--- config.mk ---
export PLATFORM = sky130hd
export DESIGN_NAME = irq_cause_mask_ctrl
export DESIGN_NICKNAME = d
export VERILOG_FILES = /design/src/rtl/irq_agg_pkg.sv /design/src/rtl/irq_cause_bank.sv /design/src/rtl/irq_mask_bank.sv /design/src/rtl/irq_first_set.sv /design/src/rtl/irq_cause_mask_ctrl.sv
export SDC_FILE = /design/constraint.sdc
export NUM_CORES = 1
export LEC_CHECK = 0
export ABC_AREA = 1
export BUFFER_PORTS_ARGS = -buffer_cell sky130_fd_sc_hd__buf_2
export CAP_MARGIN = 10
export CORE_MARGIN = 3
export CORE_UTILIZATION = 25
export CTS_BUF_LIST = sky130_fd_sc_hd__clkbuf_8
export CTS_CLUSTER_SIZE = 28
export DETAILED_ROUTE_END_ITERATION = 6
export PLACE_DENSITY_LB_ADDON = 0.12
export SETUP_SLACK_MARGIN = 0.4
export SLEW_MARGIN = 20
export SYNTH_ARGS = -nofsm -noshare
export SYNTH_HDL_FRONTEND = slang
export SYNTH_SLANG_ARGS = --single-unit
--- constraint.sdc ---
create_clock -name clk_i -period 4 [get_ports clk_i]
set_clock_uncertainty 0.05 [all_clocks]
set_input_delay 0.4 -clock clk_i [delete_from_list [all_inputs] [get_ports clk_i]]
set_output_delay 0.4 -clock clk_i [all_outputs]
set_load 0.005 [all_outputs]
--- src/rtl/irq_agg_pkg.sv ---
package irq_agg_pkg;
  parameter int unsigned REG_W  = 32;
  parameter int unsigned SRC_LO = 1;
  parameter int unsigned SRC_HI = 29;
  parameter int unsigned IDX_W  = $clog2(REG_W);

  // summary bit positions
  parameter int unsigned SUM_ALL = 0;
  parameter int unsigned SUM_A   = 30;
  parameter int unsigned SUM_B   = 31;

  function automatic logic [REG_W-1:0] span(int unsigned lo, int unsigned hi);
    logic [REG_W-1:0] m;
    m = '0;
    for (int unsigned i = 0; i < REG_W; i++)
      if (i >= lo && i <= hi) m[i] = 1'b1;
    return m;
  endfunction

  parameter logic [REG_W-1:0] SRC_SPAN = span(SRC_LO, SRC_HI);
  parameter logic [REG_W-1:0] GRP_A    = span(26, 29) | span(1, 20);
  parameter logic [REG_W-1:0] GRP_B    = span(1, 25);
endpackage

--- src/rtl/irq_cause_bank.sv ---
module irq_cause_bank
  import irq_agg_pkg::*;
#(
  parameter int unsigned LO = SRC_LO,
  parameter int unsigned HI = SRC_HI
) (
  input  logic         clk_i,
  input  logic         rst_ni,
  input  logic [HI:LO] evt_i,
  input  logic         clr_we_i,
  input  logic [HI:LO] keep_i,
  output logic [HI:LO] cause_o
);
  logic [HI:LO] cause_q;

  for (genvar k = LO; k <= HI; k++) begin : g_bit
    logic clr;
    assign clr = clr_we_i & ~keep_i[k];
    always_ff @(posedge clk_i or negedge rst_ni) begin
      if (!rst_ni)        cause_q[k] <= 1'b0;
      else if (evt_i[k])  cause_q[k] <= 1'b1;  // event beats clear
      else if (clr)       cause_q[k] <= 1'b0;
    end
  end

  assign cause_o = cause_q;


  evt_set_chk: assert property (@(posedge clk_i) disable iff (!rst_ni)
    (evt_i != '0) |=> ((cause_o & $past(evt_i)) == $past(evt_i)));

  hold_chk: assert property (@(posedge clk_i) disable iff (!rst_ni)
    !clr_we_i |=> ((cause_o & $past(cause_o)) == $past(cause_o)));

  keep_chk: assert property (@(posedge clk_i) disable iff (!rst_ni)
    clr_we_i |=> ((cause_o & $past(cause_o & keep_i)) == $past(cause_o & keep_i)));
endmodule

--- src/rtl/irq_mask_bank.sv ---
module irq_mask_bank
  import irq_agg_pkg::*;
#(
  parameter int unsigned W = REG_W
) (
  input  logic         clk_i,
  input  logic         rst_ni,
  input  logic         we_i,
  input  logic [W-1:0] wdata_i,
  output logic [W-1:0] mask_o
);
  logic [W-1:0] mask_q;

  always_ff @(posedge clk_i or negedge rst_ni) begin
    if (!rst_ni)   mask_q <= '0;
    else if (we_i) mask_q <= wdata_i;
  end

  assign mask_o = mask_q;


  mask_stable_chk: assert property (@(posedge clk_i) disable iff (!rst_ni)
    !we_i |=> $stable(mask_o));
endmodule

--- src/rtl/irq_first_set.sv ---
module irq_first_set
  import irq_agg_pkg::*;
#(
  parameter int unsigned W  = REG_W,
  parameter int unsigned IW = IDX_W
) (
  input  logic          clk_i,
  input  logic          rst_ni,
  input  logic [W-1:0]  req_i,
  output logic          valid_o,
  output logic [IW-1:0] idx_o
);
  always_comb begin
    valid_o = 1'b0;
    idx_o   = '0;
    for (int i = W - 1; i >= 0; i--) begin
      if (req_i[i]) begin
        valid_o = 1'b1;
        idx_o   = IW'(i);
      end
    end
  end


  first_set_chk: assert property (@(posedge clk_i) disable iff (!rst_ni)
    valid_o |-> (req_i[idx_o] && ((req_i & ((W'(1) << idx_o) - W'(1))) == '0)));
endmodule

--- src/rtl/irq_cause_mask_ctrl.sv ---
module irq_cause_mask_ctrl
  import irq_agg_pkg::*;
(
  input  logic                 clk_i,
  input  logic                 rst_ni,
  input  logic [SRC_HI:SRC_LO] evt_i,
  input  logic                 reg_sel_i,
  input  logic                 reg_we_i,
  input  logic [REG_W-1:0]     reg_wdata_i,
  output logic [REG_W-1:0]     reg_rdata_o,
  output logic                 irq_o,
  output logic                 pend_valid_o,
  output logic [IDX_W-1:0]     pend_idx_o
);
  logic [SRC_HI:SRC_LO] cause_bits;
  logic [REG_W-1:0]     src_w, mask_w, cause_view, req_w;

  irq_cause_bank #(.LO(SRC_LO), .HI(SRC_HI)) u_cause (
    .clk_i    (clk_i),
    .rst_ni   (rst_ni),
    .evt_i    (evt_i),
    .clr_we_i (reg_we_i & ~reg_sel_i),
    .keep_i   (reg_wdata_i[SRC_HI:SRC_LO]),
    .cause_o  (cause_bits)
  );

  irq_mask_bank #(.W(REG_W)) u_mask (
    .clk_i   (clk_i),
    .rst_ni  (rst_ni),
    .we_i    (reg_we_i & reg_sel_i),
    .wdata_i (reg_wdata_i),
    .mask_o  (mask_w)
  );

  assign src_w = REG_W'({cause_bits, {SRC_LO{1'b0}}});

  always_comb begin
    cause_view          = src_w;
    cause_view[SUM_ALL] = |(src_w & SRC_SPAN);
    cause_view[SUM_A]   = |(src_w & GRP_A);
    cause_view[SUM_B]   = |(src_w & GRP_B);
  end

  assign req_w = src_w & mask_w & SRC_SPAN;

  irq_first_set #(.W(REG_W), .IW(IDX_W)) u_pick (
    .clk_i   (clk_i),
    .rst_ni  (rst_ni),
    .req_i   (req_w),
    .valid_o (pend_valid_o),
    .idx_o   (pend_idx_o)
  );

  assign irq_o       = |req_w;
  assign reg_rdata_o = reg_sel_i ? mask_w : cause_view;


  irq_match_chk: assert property (@(posedge clk_i) disable iff (!rst_ni)
    irq_o == pend_valid_o);

  sum_union_chk: assert property (@(posedge clk_i) disable iff (!rst_ni)
    cause_view[SUM_ALL] == (cause_view[SUM_A] | cause_view[SUM_B]));
endmodule

==> out/qor.txt <==
status - complete, no violations
DIE WIDTH - 119.7 um
worst hold path type - input pin to asynchronous set/reset pin
critical path startpoint category - flop
clock buffer count from CTS - 9
# nets final - 552
die footprint - 0.01433 mm2
initial antenna violation count - 1
Reg2Reg Depth - 1
number of I/O pins - 104
CP Class - flop to output port
Final GP Congestion - 0.7779
clock buffer depth - 2
synthesized area per cell - 8.483 um2
Hold Vio Cnt, Final - 0
Seq. cell area - 0.001526 mm2
DR WL/cell - 14.27 um
WHS - 0.1084 ns
Critical Path AT - 2.35 ns
capturing point of the worst reg2reg path - u_mask.mask_o[23]
vias in the first global route - 3,144
Reg2Reg Setup Slack - 3.13 ns
DPL Wire Length - 7228 um
First-pass DRT Iterations - 4
ANT cells - 0
Max VDD drop - 0.0002388 V
CTS Sinks - 61
Root Driver - clkbuf_8
Final ANT Viol Nets - 0
sequential-to-total area share from yosys stat - 47.23%
Final TNS setup - 0 ns
unique cell type count in the Yosys netlist - 19
footprint of the multi-input gates - 0.001529 mm2
CTS clk-pin slew, worst paths - 0.07 ns
Vias/cell - 4.324
largest family of logic cells by synthesized area - simple AND/OR/NAND/NOR gates
pin count of the biggest net entering global routing - 64
Seq cells post-synth - 61
CTS tree - done
Worst path slowest cell - dfrtp_1
ranking of synthesized cells by area - dfrtp_1 47%, nand2_1 12%, mux2_2 11%
final setup vio count - 0
worst-path maximum fanout - 3
die height - 119.7 um
Post-Syn Instances - 381
post-CTS setup buffer count - 0
Mapped Area - 0.003232 mm2
actual slew at the worst max-slew pin - 0.8659 ns
share of the synthesized area in the top cell type - 47.23%
total track usage - 13.72%
drt initial violations - 71
Simple-Gate Fraction of Synth Area - 23.46%
clk_lat worst skew - 0.34 ns
Synth Area in Adders - 0%
Reg-to-Reg Start - u_mask.mask_o[23]
Final Slew Violations - 0
synth warn - 0
core box area - 0.01231 mm2
leak pwr - 2.202 nW
CP max stage delay - 0.40 ns
Compound-Gate Fraction of Synth Area - 12.70%
max_cap viols - 0
FMAX - 0.3568 GHz
critical path required time - 3.55 ns
pwr/cell area - 390.7 mW/mm2
Hold Buf Count CTS - 0
CTS resizes - 0
XOR/XNOR Fraction of Synth Area - 0%
most used cell along the critical path - nand2_1
shortest period the worst path allows - 2.802 ns
Port Buf Inserts - 103
Rel. slew slack - 42.27%
WL final - 9419 um
grt ovf - 0
Residual DRC - 0
DR vias - 2,854
layout cell share with drive strength beyond 1 - 33.33%
syn_nets - 446
mux cell area share after synthesis - 11.15%
CP endpoint kind - output port
Synth area leader - dfrtp_1
fill cell count - 1,383
H-tree depth - 3
RSZ-0062 raised after global routing - no
first-pass GRT wire length - 15,390 um
Final Cycle Share - 70.06%
area grow syn2layout - 28.03%
Starting Density - 26.25%
Rows - 40
## registers in the layout, indices dropped and copies added (netlist names)
signal           count
u_cause.cause_o     29
u_mask.mask_o       32
## per-layer routing
metal	global-route usage, %	routed length, um
met1	16.15	4115
met2	23.45	4591
met3	4.477	502
met4	4.796	192
met5	0	18
## Yosys cell counts
cell type    n
nor2_1      46
dfrtp_1     61
mux2_2      32
o211ai_1     1
o21bai_1    29
nor3_1       4
nand2_1    104
nand3_1      2
a21oi_1      3
inv_1       34
nor3b_1      1
a31oi_1      2
clkbuf_1     9
o21ai_0     30
nand4_1      4
o21a_1       1
nor4_1       5
buf_1        4
nand2_4      9
## kinds of logic (layout without fill, tap and decap cells)
| group | Yosys count | after routing |
|---|---|---|
| DFF | 61 | 61 |
| muxes | 32 | 32 |
| and+or+nand+nor | 175 | 175 |
| buffers and inverters | 47 | 158 |
| AOI/OAI and AO/OA | 66 | 66 |
## worst max-delay path, delay by kind of cell (launching register included)
kind                   cells  cell delay (ns)
flip-flops                 1             0.40
AND/OR/NAND/NOR           29             1.45
buffers and inverters      2             0.16
## layout make-up
class	count	share of cell area (%)
multi-input combinational	273	36.95
sequential	61	36.89
timing repair buffer	108	13.37
tap	168	5.080
clock buffer	10	3.326
inverter	34	3.084
clock inverter	6	1.300
## worst max-delay path by stage
| stage | cells after the start | slack [ns] | to | startpoint |
|---|---|---|---|---|
| floorplan | 30 | 1.90 | pend_idx_o[0] | u_mask.mask_o[29] |
| global placement | 31 | 1.54 | pend_idx_o[0] | u_mask.mask_o[29] |
| detailed placement | 31 | 1.55 | pend_idx_o[0] | u_cause.cause_o[29] |
| CTS | 31 | 1.16 | pend_idx_o[0] | u_cause.cause_o[29] |
| global route | 31 | 0.77 | pend_idx_o[0] | u_mask.mask_o[29] |
| finish | 31 | 1.20 | pend_idx_o[0] | u_cause.cause_o[29] |
## report_power, final
group          switching, mW  internal, mW
logic                  0.186         0.161
clock network          0.238         0.298
registers             0.0533         0.680
total                  0.478          1.14
## layout by cell type (no fill, tap or decap)
cell type and count:
nand3_1 2, buf_4 5, nor2_1 46, inv_1 35, o21bai_1 29, nor4_1 5, dfrtp_1 61, nand4_1 4
nor3_1 4, nand2_1 104, o21ai_0 30, clkinv_2 4, clkbuf_8 10, o211ai_1 1, mux2_2 32, a31oi_1 2
nand2_4 9, buf_2 103, a21oi_1 3, bufinv_16 1, nor3b_1 1, o21a_1 1
## metrics by stage
step	instances	total power [mW]	utilization [%]	worst slack [ns]	instance area [um2]
2_1_floorplan	381	0.9491	-	1.897	3232
3_3_place_gp	644	1.099	32.05	1.543	3946
3_5_place_dp	644	1.103	32.05	1.553	3946
4_1_cts	660	1.656	33.61	1.156	4138
5_1_grt	660	1.734	33.61	0.7663	4138
6_report	660	1.617	33.61	1.198	4138
No activity file was read; power rests on OpenSTA's default activity.
